## src/rtl/br_pkg.sv

```systemverilog
`timescale 1ns/1ps
package br_pkg;
  typedef enum logic [1:0] {
    BK_NONE = 2'd0,
    BK_EQ   = 2'd1,
    BK_NE   = 2'd2,
    BK_JUMP = 2'd3
  } br_kind_e;
endpackage

```

## src/rtl/br_cond_eval.sv

```systemverilog
`timescale 1ns/1ps
module br_cond_eval #(
  parameter int XLEN    = 32,
  parameter bit CMP_XOR = 1'b1
) (
  input  logic [1:0]      kind_i,
  input  logic [XLEN-1:0] a_i,
  input  logic [XLEN-1:0] b_i,
  output logic            taken_o
);
  import br_pkg::*;

  logic same;

  generate
    if (CMP_XOR) begin : g_xor
      logic [XLEN-1:0] diff;
      assign diff = a_i ^ b_i;
      assign same = ~|diff;
    end else begin : g_eq
      assign same = (a_i == b_i);
    end
  endgenerate

  always_comb begin
    case (br_kind_e'(kind_i))
      BK_EQ:   taken_o = same;
      BK_NE:   taken_o = ~same;
      BK_JUMP: taken_o = 1'b1;
      default: taken_o = 1'b0;
    endcase
  end
endmodule

```

## src/rtl/br_target_calc.sv

```systemverilog
`timescale 1ns/1ps
module br_target_calc #(
  parameter int XLEN  = 32,
  parameter int OFF_W = 16
) (
  input  logic [XLEN-1:0]  pc_i,
  input  logic [OFF_W-1:0] off_i,
  output logic [XLEN-1:0]  target_o
);
  localparam int EXT_W = XLEN - OFF_W;
  localparam logic [XLEN-1:0] SEQ_STEP = XLEN'(4);

  function automatic logic [XLEN-1:0] widen_off(input logic [OFF_W-1:0] o);
    return {{EXT_W{o[OFF_W-1]}}, o};
  endfunction

  function automatic logic [XLEN-1:0] to_bytes(input logic [XLEN-1:0] w);
    return {w[XLEN-3:0], 2'b00};
  endfunction

  logic [XLEN-1:0] seq_pc;
  logic [XLEN-1:0] byte_off;

  assign seq_pc   = pc_i + SEQ_STEP;
  assign byte_off = to_bytes(widen_off(off_i));
  assign target_o = seq_pc + byte_off;
endmodule

```

## src/rtl/br_redirect_ctrl.sv

```systemverilog
`timescale 1ns/1ps
module br_redirect_ctrl (
  input  logic clk,
  input  logic rst_n,
  input  logic delay_mode_i,
  input  logic valid_i,
  input  logic taken_i,
  output logic fire_o,
  output logic flush_o,
  output logic shadow_o
);
  logic shadow_q;

  assign fire_o   = valid_i & taken_i & ~shadow_q;
  assign flush_o  = fire_o & ~delay_mode_i;
  assign shadow_o = shadow_q;

  always_ff @(posedge clk or negedge rst_n) begin
    if (!rst_n) shadow_q <= 1'b0;
    else        shadow_q <= fire_o;
  end
endmodule

```

## src/rtl/br_resolve_unit.sv

```systemverilog
`timescale 1ns/1ps
module br_resolve_unit #(
  parameter int XLEN    = 32,
  parameter int OFF_W   = 16,
  parameter bit CMP_XOR = 1'b1
) (
  input  logic             clk,
  input  logic             rst_n,
  input  logic             delay_mode_i,
  input  logic             id_valid_i,
  input  logic [1:0]       br_kind_i,
  input  logic [XLEN-1:0]  rs_val_i,
  input  logic [XLEN-1:0]  rt_val_i,
  input  logic [XLEN-1:0]  br_pc_i,
  input  logic [OFF_W-1:0] br_off_i,
  output logic             pc_sel_o,
  output logic [XLEN-1:0]  target_o,
  output logic             ifid_flush_o
);
  logic cond_taken;
  logic redirect_fire;
  logic squash_fire;
  logic shadow_q;

  br_cond_eval #(.XLEN(XLEN), .CMP_XOR(CMP_XOR)) u_cond (
    .kind_i  (br_kind_i),
    .a_i     (rs_val_i),
    .b_i     (rt_val_i),
    .taken_o (cond_taken)
  );

  br_target_calc #(.XLEN(XLEN), .OFF_W(OFF_W)) u_tgt (
    .pc_i     (br_pc_i),
    .off_i    (br_off_i),
    .target_o (target_o)
  );

  br_redirect_ctrl u_ctrl (
    .clk          (clk),
    .rst_n        (rst_n),
    .delay_mode_i (delay_mode_i),
    .valid_i      (id_valid_i),
    .taken_i      (cond_taken),
    .fire_o       (redirect_fire),
    .flush_o      (squash_fire),
    .shadow_o     (shadow_q)
  );

  assign pc_sel_o     = redirect_fire;
  assign ifid_flush_o = squash_fire;
endmodule

```

## config.mk

```make
export PLATFORM = sky130hd
export DESIGN_NAME = br_resolve_unit
export DESIGN_NICKNAME = d
export VERILOG_FILES = /design/src/rtl/br_pkg.sv /design/src/rtl/br_cond_eval.sv /design/src/rtl/br_target_calc.sv /design/src/rtl/br_redirect_ctrl.sv /design/src/rtl/br_resolve_unit.sv
export SDC_FILE = /design/constraint.sdc
export NUM_CORES = 1
export LEC_CHECK = 0
export BUFFER_PORTS_ARGS = -buffer_cell sky130_fd_sc_hd__buf_2
export CAP_MARGIN = 40
export CORE_MARGIN = 5
export CORE_UTILIZATION = 39
export DETAILED_ROUTE_END_ITERATION = 10
export PLACE_DENSITY = 0.83
export SYNTH_ARGS = -nofsm -noshare
export SYNTH_HDL_FRONTEND = slang
export SYNTH_SLANG_ARGS = --single-unit
export TNS_END_PERCENT = 20
```

## constraint.sdc

```tcl
create_clock -name clk -period 2.69 [get_ports clk]
set_clock_uncertainty 0.05 [all_clocks]
set_input_delay 0.1345 -clock clk [delete_from_list [all_inputs] [get_ports clk]]
set_output_delay 0.1345 -clock clk [all_outputs]
set_load 0.005 [all_outputs]
```

* Word level (Yosys, flattened, before mapping) *
Index checks and enable logic that the tools add are counted.

storage, ports and cells
  register bits after elaboration = 1
  output and inout bits = 34
  input port bits = 118
  logic and storage cells = 15

cells by class
  add/sub/neg operators = 2
  reduce and logical (&&, ||, !) cells = 2
  muxes and demuxes = 1
  bitwise operators = 6
  equal/unequal tests = 3

operator list
  operator               number
  $add 32x3->32 const B  1
  $add 32x32->32         1
  $reduce_or 32->1       1
  $xor 32x32->32         1
  $eq 2x2->1 const B     2
  $and 1x1->1            3
  $pmux 1 s3             1
  $eq 2x1->1 const B     1
  $not 1->1              2
  $logic_not 1->1        1

* Longest topological paths before layout *
Gate-level depths: netlist of the first run.

  word-level depth = 7
  gate-level depth with buffers = 12

* Modules after synthesis *
Synthesis of the first run repeated with hierarchy kept, for this count alone.

second synthesis, totals
  cell total of the unflattened synthesis = 317
  area, all modules = 2524.9 um^2

modules (own cells, without submodules)
  module            area each (um^2)  cells each  seq. area each (um^2)  instances
  br_target_calc    2119.5            270         0.0                    1
  br_cond_eval      357.8             44          0.0                    1
  br_redirect_ctrl  47.5              3           25.0                   1

* Worst setup path before layout of the first run *
Ideal clock, no wire load.

  kind = in2out
  start = input br_pc_i[3]
  end = output target_o[25]
  buffers on the path = 0
  stages on the path = 10
  slack = 0.129 ns
  required time = 2.506 ns
  arrival = 2.377 ns
  path through = ha_1 -> ha_1 -> fa_1 -> a21oi_2 -> o211ai_1 -> nor3b_1 -> or3b_4 -> a32o_1 -> a31oi_1 -> xnor2_1

on the way
  longest elaborated chain between the ends = 2

ends and longest elaborated chain
  element             RTL line               text
  start: declaration  br_resolve_unit.sv:14  input logic [XLEN-1:0] br_pc_i,
  $add 32x3->32       br_target_calc.sv:24   assign seq_pc = pc_i + SEQ_STEP;
  $add 32x32->32      br_target_calc.sv:26   assign target_o = seq_pc + byte_off;
  end: declaration    br_resolve_unit.sv:17  output logic [XLEN-1:0] target_o,

Every way passes these cells.

* Worst setup path after layout of the first run *
  start = input br_off_i[1]
  end = output target_o[25]

on the way
  longest elaborated chain between the ends = 1

ends and longest elaborated chain
  element             RTL line               text
  start: declaration  br_resolve_unit.sv:15  input logic [OFF_W-1:0] br_off_i,
  $add 32x32->32      br_target_calc.sv:26

Every way passes these cells.

==> results.json, run 1 <==
{
  "area_growth_pct": 46.3,
  "crit_slowest_cell": "or3b_4",
  "wl_per_cell_um": 13.8,
  "post-route-util": 0.594,
  "grt_max_degree": 10,
  "final_hold_viol_count": 0,
  "yosysMostFrequentCell": "ha_1",
  "path_max_fanout": 3,
  "synthXorXnorAreaFrac": 0.230,
  "crit_chain": "buf_6, ha_4, ha_4, fa_2, a21oi_2, o211ai_1, nor3b_4, or3b_4, a32o_1, a31oi_1, xnor2_1, buf_2",
  "tightestPinTransition_ns": 0.432,
  "num-nets-final": 622,
  "vdd_drop_max_uv": 167,
  "slew_headroom": 0.709,
  "synth_compound_gate_area_share": 0.234,
  "yosys-top-cells-count": "57 x ha_1, 50 x xnor2_1, 24 x a21oi_1, 21 x nand2_1, 17 x o21ai_0",
  "setup_viol": 0,
  "largest_reg_flops": 1,
  "synthMuxAreaShare": 0.00890,
  "synth_seq_cells": 1,
  "routed_wl_um": 7160,
  "insertion_delay_ns": 0,
  "worstRegToRegCells": 1,
  "fmax_mhz": 372,
  "finalCritPeriodShare": 0.999,
  "path_class": "input pin to primary output",
  "critPathArrivalTime_ns": 2.50,
  "synth_top_cell_by_area": "ha_1",
  "hold_class": "input pin to primary output",
  "synth_fa_ha_area_frac": 0.326,
  "finalWorstSetupSlack_ns": 0.00186,
  "initial_core_util": 0.406,
  "ant_nets": 0,
  "grt-ovfl-total": 0,
  "synthSimpleGateAreaFrac": 0.162,
  "yosysWarnings": 0,
  "end_kind": "primary output",
  "fp.dieH_um": 86.0,
  "ios": 152,
  "fin_area_um2": 3290,
  "fillCellCount": 511,
  "core-area_um2": 5540,
  "hpwl_um": 6410,
  "dieWidth_um": 86.0,
  "drt-pass1-iter-count": 5,
  "final-max-slew-violation-count": 0,
  "rsz0062_at_grt": "true",
  "whs_ns": 0.219,
  "portBuffers": 147,
  "rrSetupSlack_ns": 1.84,
  "drive_above_1_share": 0.428,
  "power-per-cell-area_nw_per_um2": 274,
  "total_power_uw": 902,
  "drtIter0Drc": 58,
  "syn_avg_cell_area_um2": 7.81,
  "drt-vias-per-instance": 5.18,
  "placementRows": 27,
  "synth_top_family_by_area": "adder cells",
  "p_leak_nw": 1.64,
  "crit_path_start_kind": "input pin",
  "synthTopCellsByArea": "ha_1 32%, xnor2_1 19%, a21oi_1 5.3%",
  "critPathMaxStageDelay_ns": 0.40,
  "drc": 0,
  "synth_nets": 464,
  "fin_crit_ns": 2.69,
  "die_area_um2": 7390,
  "grt_pass1_vias": 2743,
  "dp_slack_ns": -0.208,
  "cp_data_required_time_ns": 2.51,
  "routed-via-count": 2680,
  "syn_inst": 288,
  "gp_congestion": 0.934,
  "yosys.area.top_type_share": 0.317,
  "ys_seq_area_frac": 0.0111,
  "grt_pass1_wl_um": 11400,
  "place_area_um2": 3130,
  "synth-async-reset-ratio": 1.00,
  "holdPathStages": 0,
  "synth_flop_cell": "dfrtp_1",
  "maxCapViolations": 0,
  "status": "finished clean",
  "synth_edf_count": 0,
  "critical_path.most_common_cell": "ha_4",
  "grt_antenna_before_repair": 1,
  "ys_types": 43,
  "groute.usage.overall": 0.181,
  "synth_area_um2": 2250
}
cell type report:
type / instances / area, um2 / share of cell area
multi-input combinational: 272 / 2260 / 0.688
timing repair buffer: 163 / 877 / 0.267
tap: 72 / 90.1 / 0.0274
inverter: 8 / 32.5 / 0.00989
sequential: 1 / 25.0 / 0.00760
antenna: 1 / 2.50 / 0.000760
worst paths after layout:
path,startpoint,end
max,br_off_i[1],target_o[25]
min,br_pc_i[1],target_o[1]
max reg2reg,u_ctrl.shadow_o,u_ctrl.shadow_o
min reg2reg,u_ctrl.shadow_o,u_ctrl.shadow_o
max in group asynchronous,rst_n,u_ctrl.shadow_o
min in group asynchronous,rst_n,u_ctrl.shadow_o
cell usage in the layout, fill, tap and decap left out, drive strengths merged, types with 2 or more instances in the layout:
cell type | Yosys | routed
buf | 2 | 162
ha | 57 | 57
xnor2 | 50 | 50
a21oi | 29 | 29
nand2 | 21 | 21
o21ai | 19 | 19
nor2 | 13 | 13
nand4 | 10 | 10
xor2 | 9 | 9
inv | 8 | 8
a21o | 7 | 7
a31oi | 7 | 7
nor2b | 6 | 6
and3 | 4 | 4
o211ai | 4 | 4
nor3 | 4 | 4
o21bai | 4 | 4
nand3 | 3 | 3
a41oi | 3 | 3
nand2b | 2 | 2
mux2i | 2 | 2
nor4 | 2 | 2
and2 | 2 | 2
nor3b | 2 | 2
repair_timing:
item / CTS / global route
pin swaps: 10 / 6
hold buffers: 1 / 0
setup buffers: 2 / 1
resized for setup: 12 / 17
endpoints found under the hold margin: 1 / 0
endpoints found under the setup margin: 6 / 10
power by group:
part / total [mW] / internal [mW] / switching (mW)
logic: 0.886 / 0.453 / 0.432
registers: 0.0164 / 0.0161 / 0.000266
clock network: 0.0000000499 / 0.0000000499 / 0
total: 0.902 / 0.470 / 0.433
critical path, delay by kind of cell:
kind | cells | cell delay, ns
buf+inv | 2 | 0.24
fa+ha+maj | 3 | 0.75
simple gates | 2 | 0.57
xor+xnor | 1 | 0.14
compound gates | 4 | 0.68
kinds of logic after synthesis:
group           count (synthesis)
compound gates                 81
xor+xnor                       59
fa+ha+maj                      58
buf+inv                        15
flops                           1
mux                             2
simple gates                   72
metrics by stage:
| step | TNS (ns) | instances |
|---|---|---|
| 2_1_floorplan | 0 | 288 |
| 3_3_place_gp | -0.607 | 512 |
| 3_5_place_dp | -0.772 | 512 |
| 4_1_cts | -0.0312 | 515 |
| 5_1_grt | -0.167 | 517 |
| 6_report | 0 | 517 |
per-layer routing:
layer | track usage | wire [um]
met4 | 0.0446 | 87
met2 | 0.372 | 4000
met1 | 0.180 | 2470
met5 | 0 | 0
met3 | 0.0346 | 594
(Power assumes the default switching activity.)
==> inputs of run 2 (changes only) <==
Settings changed: ABC_AREA set to 1, CORE_UTILIZATION 39 to 40, MAX_ROUTING_LAYER set to met4, PLACE_DENSITY 0.83 to 0.8, SLEW_MARGIN set to 20.
==> run 2 against run 1 <==
Against the previous run: first-iteration DRC count grew 83%; total power shrank 2.2%; cell count grew 36%; register-to-register slack gained 0.08 ns; critical path type unchanged.
==> results.json, run 2 <==
{
  "slew_headroom": 0.701,
  "num-nets-final": 801,
  "portBuffers": 147,
  "yosys-top-cells-count": "160 x nand2_1, 68 x inv_1, 57 x ha_1, 43 x nor2_1, 34 x a21oi_1",
  "grt_pass1_wl_um": 13900,
  "cts_hold_buffers": 1,
  "synth_top_family_by_area": "simple AND/OR/NAND/NOR gates",
  "grt-ovfl-total": 0,
  "synthMuxAreaShare": 0,
  "rsz0062_at_grt": "false",
  "fp.dieH_um": 92.2,
  "finalCritPeriodShare": 0.917,
  "diodes": 0,
  "min_from": "br_pc_i[1]",
  "yosys.area.top_type_share": 0.264,
  "critPathBufInv": 2,
  "drive_above_1_share": 0.258,
  "dieWidth_um": 92.2,
  "holdPathStages": 0,
  "critPathArrivalTime_ns": 2.28,
  "ys_seq_area_frac": 0.00927,
  "die_area_um2": 8490,
  "cp_data_required_time_ns": 2.51,
  "syn_avg_cell_area_um2": 5.66,
  "crit_slowest_cell": "a21boi_0",
  "vdd_drop_max_uv": 120,
  "placementRows": 30,
  "fmax_mhz": 405,
  "drt-vias-per-instance": 4.83,
  "grt_pass1_vias": 3402,
  "hold_end": "target_o[1]",
  "hold_class": "input pin to primary output",
  "routed-via-count": 3395,
  "critPathMaxStageDelay_ns": 0.43,
  "groute.usage.overall": 0.192,
  "ys_types": 29,
  "tightestPinTransition_ns": 0.445,
  "largest_reg_flops": 1,
  "status": "finished clean",
  "drt-pass1-iter-count": 5,
  "setup_viol": 0,
  "cts_resized": 0,
  "maxCapViolations": 0,
  "grt_antenna_before_repair": 0,
  "synth_seq_cells": 1,
  "final-max-slew-violation-count": 0,
  "reg2reg_to": "u_ctrl.shadow_o",
  "drtIter0Drc": 106,
  "synth_flop_cell": "dfrtp_1",
  "dp_slack_ns": 0.250,
  "post-cts-setup-buffer-count": 0,
  "ant_nets": 0,
  "grt_max_degree": 16,
  "rrSetupSlack_ns": 1.92,
  "finalWorstSetupSlack_ns": 0.223,
  "syn_inst": 477,
  "routed_wl_um": 8130,
  "path_depth": 11,
  "drc": 0,
  "synthSimpleGateAreaFrac": 0.384,
  "layout_common_cells": "160 x nand2_1, 147 x buf_2, 68 x inv_1",
  "critical_path.most_common_cell": "nand2_1",
  "synthXorXnorAreaFrac": 0.110,
  "worstRegToRegCells": 3,
  "insertion_delay_ns": 0,
  "synth-async-reset-ratio": 1.00,
  "r2r-start": "u_ctrl.shadow_o",
  "synth_area_um2": 2700,
  "final.setup.tns_ns": 0,
  "gp_congestion": 0.956,
  "synth_nets": 653,
  "power-per-cell-area_nw_per_um2": 250,
  "crit_chain": "buf_2, ha_1, ha_1, a21oi_1, a21boi_0, nand3_1, nand3_1, nand2_1, nand2_1, nand2_1, buf_2",
  "synth_fa_ha_area_frac": 0.272,
  "crit_path_start_kind": "input pin",
  "synth_top_cell_by_area": "ha_1",
  "final_hold_viol_count": 0,
  "final_common_cell": "nand2_1",
  "end_kind": "primary output",
  "path_max_fanout": 4,
  "wl_per_cell_um": 11.6,
  "initial_core_util": 0.404,
  "core-area_um2": 6680,
  "hpwl_um": 7540,
  "path_class": "input pin to primary output",
  "synthTopCellsByArea": "ha_1 26%, nand2_1 22%, inv_1 9.5%",
  "cp_top_family": "simple AND/OR/NAND/NOR gates",
  "yosysWarnings": 0,
  "synth_compound_gate_area_share": 0.122,
  "ios": 152,
  "synth_edf_count": 0,
  "area_growth_pct": 30.8,
  "p_leak_nw": 2.22,
  "yosysMostFrequentCell": "nand2_1",
  "fin_crit_ns": 2.47
}
[run 2: cell types whose count changed after synthesis, moves of 7 or more]
cell / change
nor2_1: +30
nand3_1: +23
nand4_1: -7
inv_1: +60
xor2_1: +7
a21oi_1: +10
xnor2_1: -32
nand2_1: +139
[run 2: kinds of logic after synthesis]
family / count (synthesis)
buf+inv: 72
xor+xnor: 34
flops: 1
compound gates: 61
fa+ha+maj: 58
simple gates: 251
[run 2: area by class of cell]
type	count	area, um2
repair buffers	148	746
multi-input cells	404	2400
fillers	697	3150
inverters	70	263
flip-flops and latches	1	25.0
well taps	80	100
[run 2: worst max-delay path by stage]
stage | slack [ns] | endpoint | from
2_1_floorplan | 0.75 | target_o[27] | br_pc_i[3]
3_3_place_gp | 0.25 | target_o[31] | br_pc_i[14]
3_5_place_dp | 0.25 | target_o[31] | br_pc_i[14]
4_1_cts | 0.25 | target_o[31] | br_pc_i[14]
5_1_grt | 0.03 | target_o[27] | br_pc_i[3]
6_report | 0.22 | target_o[31] | br_pc_i[14]
[run 2: per-stage QoR]
| step | area, um2 | instances | total power [mW] | utilization | hold WS [ns] |
|---|---|---|---|---|---|
| 3_3_place_gp | 3520 | 702 | 0.869 | 0.527 | -0.139 |
| 4_1_cts | 3530 | 703 | 0.886 | 0.528 | 0.219 |
| 2_1_floorplan | 2700 | 477 | 0.547 | - | -0.211 |
| 5_1_grt | 3530 | 703 | 1.00 | 0.528 | 0.219 |
| 6_report | 3530 | 703 | 0.883 | 0.528 | 0.219 |
| 3_5_place_dp | 3520 | 702 | 0.880 | 0.527 | -0.133 |
[run 2: routing by layer]
layer	vias up	share of wire	GRT usage
li1	1826	-	-
met1	1445	0.42	0.227
met2	112	0.50	0.361
met3	12	0.067	0.0139
met4	0	0.012	0.0260
met5	-	0	-
[run 2: report_power, final]
| part | total, mW | switching (mW) | internal, mW | leakage (nW) |
|---|---|---|---|---|
| logic | 0.866 | 0.493 | 0.373 | 2.21 |
| clock network | 0 | 0 | 0 | 0 |
| registers | 0.0164 | 0.000267 | 0.0161 | 0.0131 |
==> inputs of run 3 (changes only) <==
Settings changed: PLACE_DENSITY 0.8 to 0.81.
Clock period 2.69 ns to 2.2 ns, I/O delays scaled along.
==> run 3 against run 2 <==
Against the previous run: highest routed layer unchanged; cell count is 5.4% higher; sequential cell count stayed put; hold slack worse by 0.049 ns; sequential share of layout area is 0.12 points lower; global-route usage is 0.77 points higher.
==> results.json, run 3 (same netlist as run 2, synthesis figures left out) <==
{
  "placementRows": 30,
  "cp_data_required_time_ns": 2.04,
  "p_int_uw": 666,
  "slew_headroom": 0.795,
  "power-per-cell-area_nw_per_um2": 325,
  "ff_latch_area_um2": 25.0,
  "end_kind": "primary output",
  "ant_nets": 0,
  "num-nets-final": 839,
  "area_growth_pct": 56.9,
  "drtIter0Drc": 142,
  "grt_antenna_before_repair": 0,
  "rrSetupSlack_ns": 1.44,
  "met2_usage": 0.383,
  "grt-ovfl-total": 0,
  "min_from": "br_pc_i[1]",
  "dp.cells": 733,
  "fmax_mhz": 456,
  "wl_per_cell_um": 12.6,
  "core-area_um2": 6680,
  "final_hold_viol_count": 0,
  "rsz0062_at_grt": "true",
  "insertion_delay_ns": 0,
  "diodes": 0,
  "drt-vias-per-instance": 4.94,
  "p_sw_uw": 711,
  "grt_util_met1": 0.234,
  "hpwl_um": 7990,
  "hold_end": "target_o[1]",
  "final-max-slew-violation-count": 0,
  "largest_reg_flops": 1,
  "ios": 152,
  "layout_common_cells": "151 x nand2_1, 146 x buf_2, 68 x inv_1",
  "switching_share": 0.516,
  "final.setup.tns_ns": 0,
  "maxCapViolations": 0,
  "tightestPinTransition_ns": 0.305,
  "path_class": "input pin to primary output",
  "drive_above_1_share": 0.392,
  "p_comb_frac": 0.986,
  "fin_cells": 741,
  "critPathArrivalTime_ns": 2.03,
  "crit_path_start_kind": "input pin",
  "fp.dieH_um": 92.2,
  "die_area_um2": 8490,
  "p_seq_frac": 0.014,
  "dieWidth_um": 92.2,
  "fin_crit_ns": 2.19,
  "final_common_cell": "nand2_1",
  "worstRegToRegCells": 3,
  "portBuffers": 147,
  "drc": 0,
  "gr-usage-met3": 0.0123,
  "status": "finished clean",
  "routed-via-count": 3663,
  "hold_class": "input pin to primary output",
  "grt_pass1_vias": 3562,
  "groute.usage.overall": 0.199,
  "top_usage_layer": "met2",
  "initial_core_util": 0.404,
  "fillCellCount": 641,
  "post-route-util": 0.634,
  "r2r-start": "u_ctrl.shadow_o",
  "setup_viol": 0,
  "total_power_mw": 1.38,
  "reg2reg_to": "u_ctrl.shadow_o",
  "gp_congestion": 0.949,
  "grt_max_degree": 11,
  "vdd_drop_max_uv": 163,
  "drt-pass1-iter-count": 4,
  "multi_input_area_um2": 2780,
  "routed_wl_um": 9340,
  "finalCritPeriodShare": 0.996,
  "path_max_fanout": 4,
  "pwr-share-clk": 0,
  "holdPathStages": 0,
  "p_leak_nw": 2.44,
  "grt_pass1_wl_um": 14400
}
==> run 3: power groups by stage <==
stage               Combinational, mW  Clock [mW]  Sequential, mW
finish                           1.36           0          0.0199
global route                     1.50           0          0.0201
CTS                              1.18           0          0.0200
detailed placement               1.16           0          0.0200
global placement                 1.13           0          0.0199
floorplan                       0.649           0          0.0199
==> run 3: how the worst max path moves through the flow <==
stage | start | endpoint
after floorplan | br_pc_i[3] | target_o[27]
after global placement | br_pc_i[3] | target_o[27]
after detailed placement | br_pc_i[3] | target_o[27]
after CTS | br_off_i[15] | target_o[28]
after global routing | br_pc_i[14] | target_o[27]
final | br_pc_i[14] | target_o[27]
==> run 3: layout make-up <==
| cell class | instances | share of cell area |
|---|---|---|
| inverter | 70 | 0.0620 |
| multi-input combinational | 404 | 0.657 |
| sequential | 1 | 0.00591 |
| tap | 80 | 0.0236 |
| timing repair buffer | 186 | 0.252 |
==> run 3: per-layer routing <==
layer	routed length (um)	vias up	part of all wire
met2	5130	98	0.55
li1	-	1900	-
met3	465	6	0.050
met5	0	-	0
met1	3640	1659	0.39
met4	104	0	0.011
==> run 3: metrics by stage <==
stage / worst slack (ns) / hold slack, ns / instance area, um2
finish: 0.00870 / 0.170 / 4240
global route: -0.0688 / 0.170 / 4240
CTS: 0.00460 / 0.170 / 3800
detailed placement: -0.125 / -0.162 / 3770
global placement: -0.0775 / -0.165 / 3770
floorplan: 0.308 / -0.236 / 2700
==> run 3: worst max-delay path, cell delays in order <==
cell	delay [ns]
buf_2	0.10
ha_1	0.29
ha_1	0.36
a21oi_2	0.21
a21boi_2	0.26
buf_4	0.14
nor2_1	0.04
o21bai_1	0.18
nand3_1	0.11
nand2_1	0.07
nand2_1	0.04
buf_2	0.12
==> run 3: what timing repair did <==
| item | 4_1_cts | 5_1_grt |
|---|---|---|
| gates resized for setup | 8 | 68 |
| pin swaps | 0 | 14 |
| endpoints found under the hold margin | 1 | 0 |
| endpoints found under the setup margin | 11 | 15 |
| hold buffers | 1 | 0 |
| cloned | 0 | 1 |
| setup buffers | 0 | 6 |
